`config.mk`:
```
export PLATFORM = sky130hd
export DESIGN_NAME = coh_line_ctrl
export DESIGN_NICKNAME = d
export VERILOG_FILES = /design/src/rtl/coh_pkg.sv /design/src/rtl/coh_evt_arb.sv /design/src/rtl/coh_local_rules.sv /design/src/rtl/coh_snoop_rules.sv /design/src/rtl/coh_line_ctrl.sv
export SDC_FILE = /design/constraint.sdc
export NUM_CORES = 1
export LEC_CHECK = 0
export BUFFER_PORTS_ARGS = -buffer_cell sky130_fd_sc_hd__buf_4
export CAP_MARGIN = 0
export CORE_AREA = 2 2 42 44
export DETAILED_ROUTE_END_ITERATION = 6
export DIE_AREA = 0 0 44 46
export PLACE_DENSITY = 0.7
export SLEW_MARGIN = 5
export SYNTH_ARGS = -nofsm -noshare
export SYNTH_HDL_FRONTEND = slang
export SYNTH_SLANG_ARGS = --single-unit
```
`constraint.sdc`:
```
create_clock -name clk -period 1.91 [get_ports clk]
set_input_delay 0.382 -clock clk [delete_from_list [all_inputs] [get_ports clk]]
set_output_delay 0.382 -clock clk [all_outputs]
set_load 0.01 [all_outputs]
```
`src/rtl/coh_pkg.sv`:
```
package coh_pkg;

    typedef enum logic [2:0] {
        ST_I = 3'b000,
        ST_S = 3'b100,
        ST_E = 3'b110,
        ST_O = 3'b101,
        ST_M = 3'b111
    } line_st_e;

    localparam int unsigned ST_W     = 3;
    localparam int unsigned BIT_DIRTY = 0;

    typedef enum logic [1:0] {
        PR_READ  = 2'd0,
        PR_WRITE = 2'd1,
        PR_SWPF  = 2'd2,
        PR_HWPF  = 2'd3
    } proc_op_e;

    typedef enum logic [1:0] {
        RS_READ = 2'd0,
        RS_RDEX = 2'd1,
        RS_UPG  = 2'd2,
        RS_RSVD = 2'd3
    } rsp_op_e;

    typedef enum logic [2:0] {
        SN_READ  = 3'd0,
        SN_RDEX  = 3'd1,
        SN_UPG   = 3'd2,
        SN_INV   = 3'd3,
        SN_WRINV = 3'd4
    } snp_op_e;

    typedef enum logic [1:0] {
        BC_NONE = 2'd0,
        BC_READ = 2'd1,
        BC_RDEX = 2'd2,
        BC_UPG  = 2'd3
    } bus_cmd_e;

    typedef enum logic [1:0] {
        EV_NONE  = 2'd0,
        EV_SNOOP = 2'd1,
        EV_RESP  = 2'd2,
        EV_PROC  = 2'd3
    } ev_src_e;

    typedef struct packed {
        ev_src_e    src;
        logic [2:0] op;
        logic       shared;
    } ev_t;

    typedef struct packed {
        line_st_e nxt;
        bus_cmd_e cmd;
        logic     supply;
        logic     shr;
        logic     bad;
    } act_t;

endpackage

```
`src/rtl/coh_evt_arb.sv`:
```
module coh_evt_arb
    import coh_pkg::*;
(
    input  logic       proc_valid,
    input  logic [1:0] proc_op,
    input  logic       rsp_valid,
    input  logic [1:0] rsp_op,
    input  logic       rsp_shared,
    input  logic       snp_valid,
    input  logic [2:0] snp_op,
    output ev_t        ev
);
    always_comb begin
        ev = '{src: EV_NONE, op: 3'd0, shared: 1'b0};
        if (snp_valid) begin
            ev.src = EV_SNOOP;
            ev.op  = snp_op;
        end else if (rsp_valid) begin
            ev.src    = EV_RESP;
            ev.op     = {1'b0, rsp_op};
            ev.shared = rsp_shared;
        end else if (proc_valid) begin
            ev.src = EV_PROC;
            ev.op  = {1'b0, proc_op};
        end
    end
endmodule

```
`src/rtl/coh_local_rules.sv`:
```
module coh_local_rules
    import coh_pkg::*;
#(
    parameter bit HAS_OWNED    = 1'b1,
    parameter bit HAS_EXCL     = 1'b1,
    parameter bit USE_UPGRADES = 1'b1
) (
    input  line_st_e   cur,
    input  logic       is_resp,
    input  logic [1:0] op,
    input  logic       shared,
    output act_t       act
);
    localparam bus_cmd_e WR_SHARED_CMD = USE_UPGRADES ? BC_UPG : BC_RDEX;
    localparam rsp_op_e  WR_SHARED_ACK = USE_UPGRADES ? RS_UPG : RS_RDEX;

    proc_op_e pop;
    rsp_op_e  rop;

    assign pop = proc_op_e'(op);
    assign rop = rsp_op_e'(op);

    always_comb begin
        act = '{nxt: cur, cmd: BC_NONE, supply: 1'b0, shr: 1'b0, bad: 1'b0};
        if (!is_resp) begin
            unique case (cur)
                ST_I: begin
                    if (pop == PR_WRITE) act.cmd = BC_RDEX;
                    else                 act.cmd = BC_READ;
                end
                ST_S: begin
                    if (pop == PR_READ)       act.cmd = BC_NONE;
                    else if (pop == PR_WRITE) act.cmd = WR_SHARED_CMD;
                    else                      act.bad = 1'b1;
                end
                ST_E: begin
                    if (!HAS_EXCL)            act.bad = 1'b1;
                    else if (pop == PR_READ)  act.cmd = BC_NONE;
                    else if (pop == PR_WRITE) act.nxt = ST_M;
                    else                      act.bad = 1'b1;
                end
                ST_O: begin
                    if (!HAS_OWNED)           act.bad = 1'b1;
                    else if (pop == PR_READ)  act.cmd = BC_NONE;
                    else if (pop == PR_WRITE) act.cmd = WR_SHARED_CMD;
                    else                      act.bad = 1'b1;
                end
                ST_M: begin
                    if (pop == PR_SWPF || pop == PR_HWPF) act.bad = 1'b1;
                end
                default: act.bad = 1'b1;
            endcase
        end else begin
            unique case (cur)
                ST_I: begin
                    if (rop == RS_READ)
                        act.nxt = (HAS_EXCL && !shared) ? ST_E : ST_S;
                    else if (rop == RS_RDEX)
                        act.nxt = ST_M;
                    else
                        act.bad = 1'b1;
                end
                ST_S: begin
                    if (rop == WR_SHARED_ACK) act.nxt = ST_M;
                    else                      act.bad = 1'b1;
                end
                ST_O: begin
                    if (HAS_OWNED && rop == WR_SHARED_ACK) act.nxt = ST_M;
                    else                                   act.bad = 1'b1;
                end
                default: act.bad = 1'b1;
            endcase
        end
    end
endmodule

```
`src/rtl/coh_snoop_rules.sv`:
```
module coh_snoop_rules
    import coh_pkg::*;
#(
    parameter bit HAS_OWNED    = 1'b1,
    parameter bit HAS_EXCL     = 1'b1,
    parameter bit USE_UPGRADES = 1'b1
) (
    input  line_st_e   cur,
    input  logic [2:0] op,
    output act_t       act
);
    localparam line_st_e M_ON_READ = HAS_OWNED ? ST_O : ST_S;

    snp_op_e sop;
    logic    flush;

    assign sop   = snp_op_e'(op);
    assign flush = (sop == SN_INV) || (sop == SN_WRINV);

    always_comb begin
        act = '{nxt: cur, cmd: BC_NONE, supply: 1'b0, shr: 1'b0, bad: 1'b0};
        if (flush) begin
            act.nxt = ST_I;
        end else begin
            unique case (cur)
                ST_I: begin
                    if (sop == SN_READ || sop == SN_RDEX) act.nxt = ST_I;
                    else if (sop == SN_UPG && USE_UPGRADES) act.nxt = ST_I;
                    else act.bad = 1'b1;
                end
                ST_S: begin
                    if (sop == SN_READ) act.shr = HAS_EXCL;
                    else if (sop == SN_RDEX) act.nxt = ST_I;
                    else if (sop == SN_UPG && USE_UPGRADES) act.nxt = ST_I;
                    else act.bad = 1'b1;
                end
                ST_E: begin
                    if (!HAS_EXCL) act.bad = 1'b1;
                    else if (sop == SN_READ) begin
                        act.shr = 1'b1;
                        act.nxt = ST_S;
                    end else if (sop == SN_RDEX) act.nxt = ST_I;
                    else act.bad = 1'b1;
                end
                ST_O: begin
                    if (!HAS_OWNED) act.bad = 1'b1;
                    else if (sop == SN_READ) act.supply = 1'b1;
                    else if (sop == SN_RDEX) begin
                        act.supply = 1'b1;
                        act.nxt    = ST_I;
                    end else if (sop == SN_UPG) act.nxt = ST_I;
                    else act.bad = 1'b1;
                end
                ST_M: begin
                    if (sop == SN_READ) begin
                        act.supply = 1'b1;
                        act.nxt    = M_ON_READ;
                    end else if (sop == SN_RDEX) begin
                        act.supply = 1'b1;
                        act.nxt    = ST_I;
                    end else act.bad = 1'b1;
                end
                default: act.bad = 1'b1;
            endcase
        end
        if (act.bad) act.nxt = cur;
    end
endmodule

```
`src/rtl/coh_line_ctrl.sv`:
```
module coh_line_ctrl
    import coh_pkg::*;
#(
    parameter bit HAS_OWNED    = 1'b1,
    parameter bit HAS_EXCL     = 1'b1,
    parameter bit USE_UPGRADES = 1'b1
) (
    input  logic       clk,
    input  logic       rst_n,
    input  logic       proc_valid,
    input  logic [1:0] proc_op,
    input  logic       rsp_valid,
    input  logic [1:0] rsp_op,
    input  logic       rsp_shared,
    input  logic       snp_valid,
    input  logic [2:0] snp_op,
    output logic [2:0] line_state,
    output logic [1:0] bus_cmd,
    output logic       supply_data,
    output logic       assert_shared,
    output logic       illegal_evt,
    output logic       evt_done
);
    generate
        if (HAS_OWNED && !USE_UPGRADES) begin : g_bad_cfg
            $error("owned-state variant requires upgrade requests");
        end
    endgenerate

    ev_t      ev;
    act_t     act_loc;
    act_t     act_snp;
    act_t     act;
    line_st_e st_q;
    bus_cmd_e cmd_q;
    logic     supply_q;
    logic     shr_q;
    logic     bad_q;
    logic     done_q;
    logic     take;

    coh_evt_arb u_arb (
        .proc_valid (proc_valid),
        .proc_op    (proc_op),
        .rsp_valid  (rsp_valid),
        .rsp_op     (rsp_op),
        .rsp_shared (rsp_shared),
        .snp_valid  (snp_valid),
        .snp_op     (snp_op),
        .ev         (ev)
    );

    coh_local_rules #(
        .HAS_OWNED    (HAS_OWNED),
        .HAS_EXCL     (HAS_EXCL),
        .USE_UPGRADES (USE_UPGRADES)
    ) u_local (
        .cur     (st_q),
        .is_resp (ev.src == EV_RESP),
        .op      (ev.op[1:0]),
        .shared  (ev.shared),
        .act     (act_loc)
    );

    coh_snoop_rules #(
        .HAS_OWNED    (HAS_OWNED),
        .HAS_EXCL     (HAS_EXCL),
        .USE_UPGRADES (USE_UPGRADES)
    ) u_snoop (
        .cur (st_q),
        .op  (ev.op),
        .act (act_snp)
    );

    assign take = (ev.src != EV_NONE);
    assign act  = (ev.src == EV_SNOOP) ? act_snp : act_loc;

    // state register
    always_ff @(posedge clk) begin
        if (!rst_n)    st_q <= ST_I;
        else if (take) st_q <= act.bad ? st_q : act.nxt;
    end

    // output register
    always_ff @(posedge clk) begin
        if (!rst_n || !take) begin
            cmd_q    <= BC_NONE;
            supply_q <= 1'b0;
            shr_q    <= 1'b0;
            bad_q    <= 1'b0;
            done_q   <= 1'b0;
        end else begin
            cmd_q    <= act.bad ? BC_NONE : act.cmd;
            supply_q <= act.supply & ~act.bad;
            shr_q    <= act.shr & ~act.bad;
            bad_q    <= act.bad;
            done_q   <= 1'b1;
        end
    end

    assign line_state    = st_q;
    assign bus_cmd       = cmd_q;
    assign supply_data   = supply_q;
    assign assert_shared = shr_q;
    assign illegal_evt   = bad_q;
    assign evt_done      = done_q;
endmodule

```
==> results_tabular.tex, run 1 <==
\begin{tabular}{lr}
\hline
Metric & Value \\
\hline
\multicolumn{2}{l}{\textbf{Detailed routing}} \\
\quad Avg Vias per Cell & 5.81 \\
\quad Number of nets still failing antenna checks after routing & 0 \\
\quad Vias & 790 \\
\quad Routed Wire Length & 1870 um \\
\quad Detailed-route DRC error count & 0 \\
\quad 1st-iter DRT viols & 26 \\
\quad First drt pass iteration count & 4 \\
\quad Routed wirelength normalized by instance count & 13.8 um \\
\multicolumn{2}{l}{\textbf{STA}} \\
\quad Number of hold violations in the final report & 0 \\
\quad Post-Route Hold Slack & 0.435 ns \\
\quad Achievable frequency & 560 MHz \\
\quad RSZ-0062 raised after global routing & no \\
\quad Slew HR & 0.720 \\
\quad Final worst clock skew & 0.000694 ns \\
\quad Period minus WS final & 1.79 ns \\
\quad Slew Viols, Final & 0 \\
\quad Share of the cycle needed by the critical path after routing & 0.935 \\
\quad Sum of negative setup slack & 0 ns \\
\quad Transition at the pin with the smallest max-transition slack & 0.420 ns \\
\quad Number of setup violations in the final report & 0 \\
\multicolumn{2}{l}{\textbf{Synthesis}} \\
\quad Register bit count reported by yosys & 9 \\
\quad Asr flop ratio synth & 0 \\
\quad Average cell area after synthesis & 8.07 um2 \\
\quad Yosys Warn Count & 0 \\
\quad Count of flip-flops with a built-in enable after synthesis & 0 \\
\quad Total standard cell area after synthesis & 694 um2 \\
\quad Synth unique cells & 37 \\
\quad Post-synthesis cell count & 86 \\
\quad Share of the yosys chip area belonging to registers & 0.259 \\
\quad Post-Synthesis Net Count & 99 \\
\quad Most used flip-flop cell after synthesis & dfxtp\_1 \\
\multicolumn{2}{l}{\textbf{Worst hold path}} \\
\quad Class of the worst hold path & primary input to flop \\
\multicolumn{2}{l}{\textbf{Clocking}} \\
\quad H-tree depth reported by CTS & 1 \\
\quad Post-CTS Setup Bufs & 0 \\
\quad Hold\_buf cts & 0 \\
\quad Clock-pin slew reported for the worst setup and hold paths after clock tree synthesis & 0.06 ns \\
\quad TritonCTS Sinks & 9 \\
\quad Buffer depth of the longest clock path & 2 \\
\quad CTS tree & built \\
\quad Clock Root Buffer & clkbuf\_4 \\
\quad Number of gates resized after cts & 0 \\
\quad Worst-Skew Late Latency & 0.26 ns \\
\quad CTS Buf Count & 3 \\
\multicolumn{2}{l}{\textbf{Placed design}} \\
\quad HPWL after detailed placement & 1500 um \\
\quad Port Buffer Count & 21 \\
\quad Weighted congestion at the end of routability-driven global placement & 0.874 \\
\quad Cell total after placement & 132 \\
\multicolumn{2}{l}{\textbf{Finish}} \\
\quad Flip-flop and latch area & 180 um2 \\
\quad Post-route non-filler standard cell count & 136 \\
\quad \# nets final & 133 \\
\quad Multi-input gate area & 479 um2 \\
\quad Share of final-layout standard cells stronger than drive strength 1 & 0.387 \\
\quad Synth-to-Final Area Change & 38.0\% \\
\quad Fill cells & 155 \\
\quad Antenna diode count & 0 \\
\multicolumn{2}{l}{\textbf{Critical path}} \\
\quad Element type at the critical path start & flop \\
\quad Crit path DAT & 1.96 ns \\
\quad Req. time, crit path & 2.09 ns \\
\quad Endpoint type of the worst setup path & flop \\
\quad Peak fanout along the critical path & 8 \\
\quad Worst setup path category & flop to flop \\
\multicolumn{2}{l}{\textbf{Global routing}} \\
\quad Global-route wire length before repair & 2910 um \\
\quad Via count of the first global-routing pass & 705 \\
\quad GR Overflow Total & 0 \\
\quad Number of antenna violations at the first check in global routing & 0 \\
\quad Largest net degree at the start of global routing & 11 \\
\quad All-layer global routing usage & 0.198 \\
\multicolumn{2}{l}{\textbf{Outcome}} \\
\quad Status & complete, no violations \\
\multicolumn{2}{l}{\textbf{Pwr}} \\
\quad Pwr/cell area & 562 nW/um2 \\
\quad Static leakage power & 0.393 nW \\
\quad Worst supply voltage drop on vdd & 0.210 mV \\
\multicolumn{2}{l}{\textbf{Floorplanning}} \\
\quad Die boundary width & 44 um \\
\quad CORE AREA & 1610 um2 \\
\quad Floorplan die area & 2020 um2 \\
\quad Placement Rows & 15 \\
\quad Initial core utilization & 0.430 \\
\quad Chip height & 46 um \\
\quad I/O pin total & 22 \\
\multicolumn{2}{l}{\textbf{Job}} \\
\quad Total of max-cap violations & 0 \\
\hline
\end{tabular}
final timing paths:
kind                            slack (ns)             to           from  cells past startpoint
worst max-delay path                  0.12  line_state[2]  line_state[2]                      6
worst min-delay path                  0.43  line_state[0]          rst_n                      3
worst max register to register        0.12  line_state[2]  line_state[2]                      6
worst min register to register        0.56  line_state[0]  line_state[0]                      2
cell families (layout without fill, tap and decap cells):
family                 count (synthesis)  count (layout)  share of synthesized area
AOI/OAI and AO/OA                     33              33                      0.373
buffers and inverters                  6              39                     0.0504
and+or+nand+nor                       38              38                      0.317
DFF                                    9               9                      0.259
routing by layer:
layer	global-route usage	share of wire	vias up
met5	0	0	-
met4	0.121	0.013	0
met3	0.0278	0.037	4
met2	0.353	0.52	25
met1	0.220	0.43	366
li1	-	-	395
sequential cells by signal, summed over array words and instances (netlist names):
signal,cells
evt_done,1
illegal_evt,1
bus_cmd,2
assert_shared,1
supply_data,1
line_state,3
critical path: stages (launching register included):
cell      delay, ns
dfxtp_1        0.50
inv_1          0.10
o41ai_1        0.35
buf_4          0.17
inv_1          0.03
or3_1          0.38
a21boi_0       0.18
power breakdown:
part	internal (W)	leakage (nW)	switching (W)
Clock	0.0000803	0.0150	0.0000632
Sequential	0.000197	0.0735	0.0000125
Combinational	0.0000929	0.305	0.0000926
Yosys cell counts, types with 3 or more instances:
master,instances,share of area
nand2_1,11,0.059
nand3b_1,4,0.043
dfxtp_1,9,0.26
a21oi_1,7,0.050
nor4_1,3,0.027
o21ai_0,7,0.050
nor2b_1,3,0.027
nor2_1,4,0.022
inv_1,3,0.016
stage by stage:
stage | util | area [um2] | setup WS (ns) | total power, W
5_1_grt | 0.594 | 958 | 0.0275 | 0.000568
4_1_cts | 0.594 | 958 | 0.110 | 0.000544
6_report | 0.594 | 958 | 0.124 | 0.000538
3_3_place_gp | 0.578 | 932 | 0.00607 | 0.000396
3_5_place_dp | 0.578 | 932 | -0.00450 | 0.000397
2_1_floorplan | - | 694 | 0.174 | 0.000316
final cells by class:
type | instances | share of cell area
sequential | 9 | 0.188
tap | 17 | 0.0222
multi-input combinational | 71 | 0.500
timing repair buffer | 32 | 0.251
clock buffer | 4 | 0.0274
inverter | 3 | 0.0117
placed cells by master, fill, tap and decap left out, types with 3 or more instances in the layout:
master / count
o21ai_0: 7
inv_1: 3
clkbuf_4: 3
nor2b_1: 3
a21oi_1: 7
nor4_1: 3
nand3b_1: 4
nand2_1: 11
buf_4: 32
dfxtp_1: 9
nor2_1: 4
No activity file was read; power rests on OpenSTA's default activity.
==> run 2: changes to the inputs <==
==> constraint.sdc (replaced) <==
create_clock -name clk -period 1.91 [get_ports clk]
set_input_delay 0.191 -clock clk [delete_from_list [all_inputs] [get_ports clk]]
set_output_delay 0.191 -clock clk [all_outputs]
set_load 0.01 [all_outputs]
==> run 2 against run 1 <==
  * Die area unchanged
  * Critical path depth down 1
  * Clock power about the same
  * Clock-buffer cell count unchanged
  * Critical endpoint unchanged
  * Largest power group unchanged
==> results_tabular.tex, run 2 (same netlist as run 1, synthesis figures left out) <==
\begin{tabular}{lr}
\hline
Metric & Value \\
\hline
\multicolumn{2}{l}{\textbf{Placed design}} \\
\quad Instance area at placement & 872 um2 \\
\quad Port Buffer Count & 21 \\
\quad HPWL after detailed placement & 1420 um \\
\quad Worst setup slack after placement & -0.0153 ns \\
\quad Weighted congestion at the end of routability-driven global placement & 0.871 \\
\multicolumn{2}{l}{\textbf{Detailed routing}} \\
\quad Detailed-route DRC error count & 0 \\
\quad Routed wirelength normalized by instance count & 14.1 um \\
\quad Routed Wire Length & 1810 um \\
\quad First drt pass iteration count & 4 \\
\quad 1st-iter DRT viols & 22 \\
\quad Avg Vias per Cell & 5.99 \\
\quad Vias & 767 \\
\quad Number of nets still failing antenna checks after routing & 0 \\
\multicolumn{2}{l}{\textbf{STA}} \\
\quad Slew Viols, Final & 0 \\
\quad Share of the cycle needed by the critical path after routing & 0.939 \\
\quad RSZ-0062 raised after global routing & yes \\
\quad Slew HR & 0.730 \\
\quad Transition at the pin with the smallest max-transition slack & 0.405 ns \\
\quad Number of hold violations in the final report & 0 \\
\quad Period minus WS final & 1.79 ns \\
\quad Achievable frequency & 557 MHz \\
\quad Post-Route Hold Slack & 0.238 ns \\
\quad Final worst clock skew & 0.00164 ns \\
\quad Number of setup violations in the final report & 0 \\
\quad Worst Setup Slack, final & 0.116 ns \\
\multicolumn{2}{l}{\textbf{Global routing}} \\
\quad Number of antenna violations at the first check in global routing & 0 \\
\quad Global-route wire length before repair & 2930 um \\
\quad GR Overflow Total & 0 \\
\quad Largest net degree at the start of global routing & 15 \\
\quad Via count of the first global-routing pass & 712 \\
\quad All-layer global routing usage & 0.200 \\
\multicolumn{2}{l}{\textbf{Pwr}} \\
\quad Reg power frac & 0.395 \\
\quad Combinational share of power & 0.332 \\
\quad Switching Fraction & 0.318 \\
\quad Switching pwr & 0.000168 W \\
\quad Pwr/cell area & 582 nW/um2 \\
\quad Static leakage power & 0.357 nW \\
\quad PnR Total Power & 0.000528 W \\
\quad Clock Power Share & 0.273 \\
\quad Internal Power & 0.000360 W \\
\quad Worst supply voltage drop on vdd & 0.203 mV \\
\multicolumn{2}{l}{\textbf{Floorplanning}} \\
\quad Placement Rows & 15 \\
\quad Die boundary width & 44 um \\
\quad Chip height & 46 um \\
\quad Initial core utilization & 0.430 \\
\quad I/O pin total & 22 \\
\quad Floorplan die area & 2020 um2 \\
\quad CORE AREA & 1610 um2 \\
\multicolumn{2}{l}{\textbf{Critical path}} \\
\quad Req. time, crit path & 2.05 ns \\
\quad Element type at the critical path start & flop \\
\quad Crit path DAT & 1.93 ns \\
\quad Peak fanout along the critical path & 7 \\
\quad Endpoint type of the worst setup path & flop \\
\quad Worst setup path category & flop to flop \\
\multicolumn{2}{l}{\textbf{Clocking}} \\
\quad TritonCTS Sinks & 9 \\
\quad Clock Root Buffer & clkbuf\_4 \\
\quad Buffer depth of the longest clock path & 2 \\
\quad CTS tree & built \\
\quad Post-CTS Setup Bufs & 0 \\
\quad Worst-Skew Late Latency & 0.26 ns \\
\quad Clock-pin slew reported for the worst setup and hold paths after clock tree synthesis & 0.06 ns \\
\quad Hold\_buf cts & 0 \\
\quad H-tree depth reported by CTS & 1 \\
\quad CTS Buf Count & 3 \\
\multicolumn{2}{l}{\textbf{Finish}} \\
\quad Fill cells & 156 \\
\quad Synth-to-Final Area Change & 30.6\% \\
\quad \# nets final & 125 \\
\quad Most frequent standard cell in the layout excluding fill and tap cells & buf\_4 \\
\quad Post-layout instance area & 907 um2 \\
\quad Flip-flop count of the largest register, all copies and words added & 3 \\
\quad Share of final-layout standard cells stronger than drive strength 1 & 0.351 \\
\quad Leading cell types in the layout, fill and taps excluded & buf\_4 (24), nand2\_1 (11), dfxtp\_1 (9) \\
\quad Antenna diode count & 0 \\
\multicolumn{2}{l}{\textbf{Job}} \\
\quad Total of max-cap violations & 0 \\
\multicolumn{2}{l}{\textbf{Worst hold path}} \\
\quad Class of the worst hold path & primary input to flop \\
\multicolumn{2}{l}{\textbf{Outcome}} \\
\quad Status & complete, no violations \\
\hline
\end{tabular}
==> run 2: final timing paths <==
path	start	end	slack [ns]	cells after the start
hold / removal	rst_n	line_state[2]	0.24	2
setup / recovery	line_state[2]	line_state[2]	0.12	5
setup reg to reg	line_state[2]	line_state[2]	0.12	5
hold reg to reg	line_state[1]	line_state[1]	0.56	2
==> run 2: final cells by class <==
| class | instances | area [um2] | share of cell area |
|---|---|---|---|
| Multi-Input combinational cell | 71 | 488 | 0.538 |
| Sequential cell | 9 | 180 | 0.199 |
| Timing Repair Buffer | 24 | 180 | 0.199 |
| Clock buffer | 4 | 26.3 | 0.0290 |
| Tap cell | 17 | 21.3 | 0.0234 |
| Inverter | 3 | 11.3 | 0.0124 |
==> run 2: power groups by stage <==
| stage | clock network [W] | registers [W] | logic, W |
|---|---|---|---|
| floorplan | 0 | 0.000213 | 0.000104 |
| global placement | 0 | 0.000212 | 0.000170 |
| detailed placement | 0 | 0.000212 | 0.000170 |
| CTS | 0.000146 | 0.000208 | 0.000173 |
| global route | 0.000151 | 0.000210 | 0.000191 |
| finish | 0.000144 | 0.000209 | 0.000175 |
==> run 2: what timing repair did <==
item                       CTS  global route
setup endpoints to repair    1             2
pin swaps                    0             0
gates cloned                 0             0
resized for setup            1             1
==> run 2: per-layer routing <==
layer  GRT usage  vias up  share of wire
met5           0        -              0
met4       0.139        0          0.034
met3      0.0278        8          0.053
met2       0.344       35           0.49
met1       0.227      348           0.42
li1            -      376              -
==> run 2: stage by stage <==
stage | utilization | cells | setup TNS, ns
after floorplan | - | 86 | 0
after global placement | 0.540 | 124 | -0.0234
after detailed placement | 0.540 | 124 | -0.0153
after CTS | 0.561 | 128 | 0
after global routing | 0.562 | 128 | -0.00164
final | 0.562 | 128 | 0
==> run 2: critical path, cell delays in order, from the launching register on <==
cell	delay, ns
dfxtp_1	0.47
inv_1	0.12
o41ai_2	0.45
o21ai_0	0.20
o41ai_1	0.30
a21boi_0	0.13
==> run 3: changes to the inputs <==
--- a/config.mk
+++ b/config.mk
@@ -7,10 +7,12 @@
 export LEC_CHECK = 0
 export BUFFER_PORTS_ARGS = -buffer_cell sky130_fd_sc_hd__buf_4
 export CAP_MARGIN = 0
-export CORE_AREA = 2 2 42 44
+export CELL_PAD_IN_SITES_DETAIL_PLACEMENT = 1
+export CELL_PAD_IN_SITES_GLOBAL_PLACEMENT = 1
+export CORE_AREA = 2 2 48 50
 export DETAILED_ROUTE_END_ITERATION = 6
-export DIE_AREA = 0 0 44 46
-export PLACE_DENSITY = 0.7
+export DIE_AREA = 0 0 50 52
+export PLACE_DENSITY = 0.73
 export SLEW_MARGIN = 5
 export SYNTH_ARGS = -nofsm -noshare
 export SYNTH_HDL_FRONTEND = slang
==> run 3 against run 2 <==
  * Via count rose by 5.6%
  * Fmax decreased by 2.8%
  * Combinational power up 10%
  * Hold slack got worse by 0.00054 ns
  * Register-to-register slack worse by 0.05 ns
  * Critical endpoint unchanged
  * First-iteration DRC count is 14% higher
  * Final area grew 3.9%
  * Global-route usage rose by 0.34 points
==> results_tabular.tex, run 3 (same netlist as run 1, synthesis figures left out) <==
\begin{tabular}{lr}
\hline
Metric & Value \\
\hline
\multicolumn{2}{l}{\textbf{Placed design}} \\
\quad Weighted congestion at the end of routability-driven global placement & 0.818 \\
\quad HPWL after detailed placement & 1790 um \\
\quad Worst setup slack after placement & 0.0897 ns \\
\quad Port Buffer Count & 21 \\
\multicolumn{2}{l}{\textbf{Worst hold path}} \\
\quad Hold depth & 2 \\
\quad Worst min-delay path startpoint & rst\_n \\
\quad Worst Hold Endpoint & line\_state[2] \\
\quad Class of the worst hold path & primary input to flop \\
\multicolumn{2}{l}{\textbf{Critical path}} \\
\quad Worst setup path category & flop to flop \\
\quad Req. time, crit path & 2.05 ns \\
\quad Startpoint of the worst register-to-register path & line\_state[2] \\
\quad Count of cells along the worst register-to-register path & 6 \\
\quad Crit path DAT & 1.98 ns \\
\quad Endpoint type of the worst setup path & flop \\
\quad Element type at the critical path start & flop \\
\quad Timing startpoint of the critical path & line\_state[2] \\
\quad FF-to-FF setup slack & 0.06 ns \\
\quad Peak fanout along the critical path & 6 \\
\quad Reg2Reg Capture Point & line\_state[2] \\
\multicolumn{2}{l}{\textbf{Floorplanning}} \\
\quad Initial core utilization & 0.330 \\
\quad Chip height & 52 um \\
\quad Placement Rows & 17 \\
\quad CORE AREA & 2110 um2 \\
\quad Floorplan die area & 2600 um2 \\
\quad I/O pin total & 22 \\
\quad Die boundary width & 50 um \\
\multicolumn{2}{l}{\textbf{Clocking}} \\
\quad CTS Buf Count & 3 \\
\quad Clock Root Buffer & clkbuf\_4 \\
\quad Worst-Skew Late Latency & 0.26 ns \\
\quad Number of gates resized after cts & 0 \\
\quad Buffer depth of the longest clock path & 2 \\
\quad CTS tree & built \\
\quad Post-CTS Setup Bufs & 0 \\
\quad Hold\_buf cts & 0 \\
\quad TritonCTS Sinks & 9 \\
\quad H-tree depth reported by CTS & 1 \\
\quad Clock-pin slew reported for the worst setup and hold paths after clock tree synthesis & 0.06 ns \\
\multicolumn{2}{l}{\textbf{STA}} \\
\quad Achievable frequency & 542 MHz \\
\quad RSZ-0062 raised after global routing & no \\
\quad Period minus WS final & 1.85 ns \\
\quad Sum of negative setup slack & 0 ns \\
\quad Number of hold violations in the final report & 0 \\
\quad Slew HR & 0.733 \\
\quad Slew Viols, Final & 0 \\
\quad Transition at the pin with the smallest max-transition slack & 0.396 ns \\
\quad Worst Setup Slack, final & 0.0637 ns \\
\quad Final worst clock skew & 0.00468 ns \\
\quad Share of the cycle needed by the critical path after routing & 0.967 \\
\quad Number of setup violations in the final report & 0 \\
\multicolumn{2}{l}{\textbf{Detailed routing}} \\
\quad First drt pass iteration count & 4 \\
\quad Vias & 810 \\
\quad Avg Vias per Cell & 5.66 \\
\quad Detailed-route DRC error count & 0 \\
\quad 1st-iter DRT viols & 25 \\
\quad Routed Wire Length & 2270 um \\
\quad Number of nets still failing antenna checks after routing & 0 \\
\quad Routed wirelength normalized by instance count & 15.8 um \\
\multicolumn{2}{l}{\textbf{Finish}} \\
\quad Fill cells & 272 \\
\quad Share of final-layout standard cells stronger than drive strength 1 & 0.365 \\
\quad Antenna diode count & 0 \\
\quad \# nets final & 129 \\
\quad Share of the core filled with cells in the final layout & 0.447 \\
\quad Most frequent standard cell in the layout excluding fill and tap cells & buf\_4 \\
\quad Flip-flop count of the largest register, all copies and words added & 3 \\
\quad Leading cell types in the layout, fill and taps excluded & buf\_4 (28), nand2\_1 (11), dfxtp\_1 (9) \\
\quad Synth-to-Final Area Change & 35.7\% \\
\multicolumn{2}{l}{\textbf{Global routing}} \\
\quad Gr busiest metal & met2 \\
\quad All-layer global routing usage & 0.203 \\
\quad Largest net degree at the start of global routing & 15 \\
\quad Met2 GRT Util & 0.342 \\
\quad GR Overflow Total & 0 \\
\quad Global Route met1 Usage & 0.243 \\
\quad Met3 layer usage reported by global route & 0.0259 \\
\quad Via count of the first global-routing pass & 841 \\
\quad Number of antenna violations at the first check in global routing & 0 \\
\quad Global-route wire length before repair & 3960 um \\
\multicolumn{2}{l}{\textbf{Job}} \\
\quad Total of max-cap violations & 0 \\
\multicolumn{2}{l}{\textbf{Outcome}} \\
\quad Status & complete, no violations \\
\multicolumn{2}{l}{\textbf{Pwr}} \\
\quad Worst supply voltage drop on vdd & 0.205 mV \\
\quad Pwr/cell area & 579 nW/um2 \\
\quad Static leakage power & 0.375 nW \\
\quad PnR Total Power & 0.000545 W \\
\hline
\end{tabular}
==> run 3: cell type report <==
cell class	instances	area, um2	share of cell area
Timing Repair Buffer	28	210	0.223
Sequential cell	9	180	0.191
Multi-Input combinational cell	71	479	0.509
Tap cell	28	35.0	0.0372
Inverter	3	11.3	0.0120
Clock buffer	4	26.3	0.0279
==> run 3: stage by stage <==
stage / hold slack (ns) / area (um2) / instances
2_1_floorplan: 0.335 / 694 / 86
6_report: 0.238 / 942 / 143
3_3_place_gp: 0.519 / 916 / 139
3_5_place_dp: 0.516 / 916 / 139
4_1_cts: 0.239 / 942 / 143
5_1_grt: 0.245 / 942 / 143
==> run 3: where the power goes <==
part | internal (W) | switching, W | leakage, nW | total (W)
logic | 0.0000888 | 0.000104 | 0.287 | 0.000193
registers | 0.000197 | 0.00000732 | 0.0735 | 0.000204
clock network | 0.0000806 | 0.0000674 | 0.0150 | 0.000148
total | 0.000366 | 0.000179 | 0.375 | 0.000545
==> run 3: how the worst max path moves through the flow <==
| stage | cells after the start | end |
|---|---|---|
| after floorplan | 6 | bus_cmd[0] |
| after global placement | 6 | bus_cmd[0] |
| after detailed placement | 6 | bus_cmd[0] |
| after CTS | 6 | bus_cmd[0] |
| after global routing | 6 | bus_cmd[0] |
| final | 6 | line_state[2] |
==> run 3: critical path, cell delays in order, from the launching register on <==
cell and delay (ns):
dfxtp_1 0.33, buf_4 0.15, a2111oi_0 0.36, a211o_2 0.19, a41oi_4 0.05, o41ai_1 0.48
a21boi_0 0.15
==> run 3: per-layer routing <==
metal  up-vias  routed length (um)  part of all wire
met3         9                 145             0.064
met1       376                 960              0.42
met5         -                   0                 0
li1        385                   -                 -
met4         0                  78             0.034
met2        40                1080              0.48
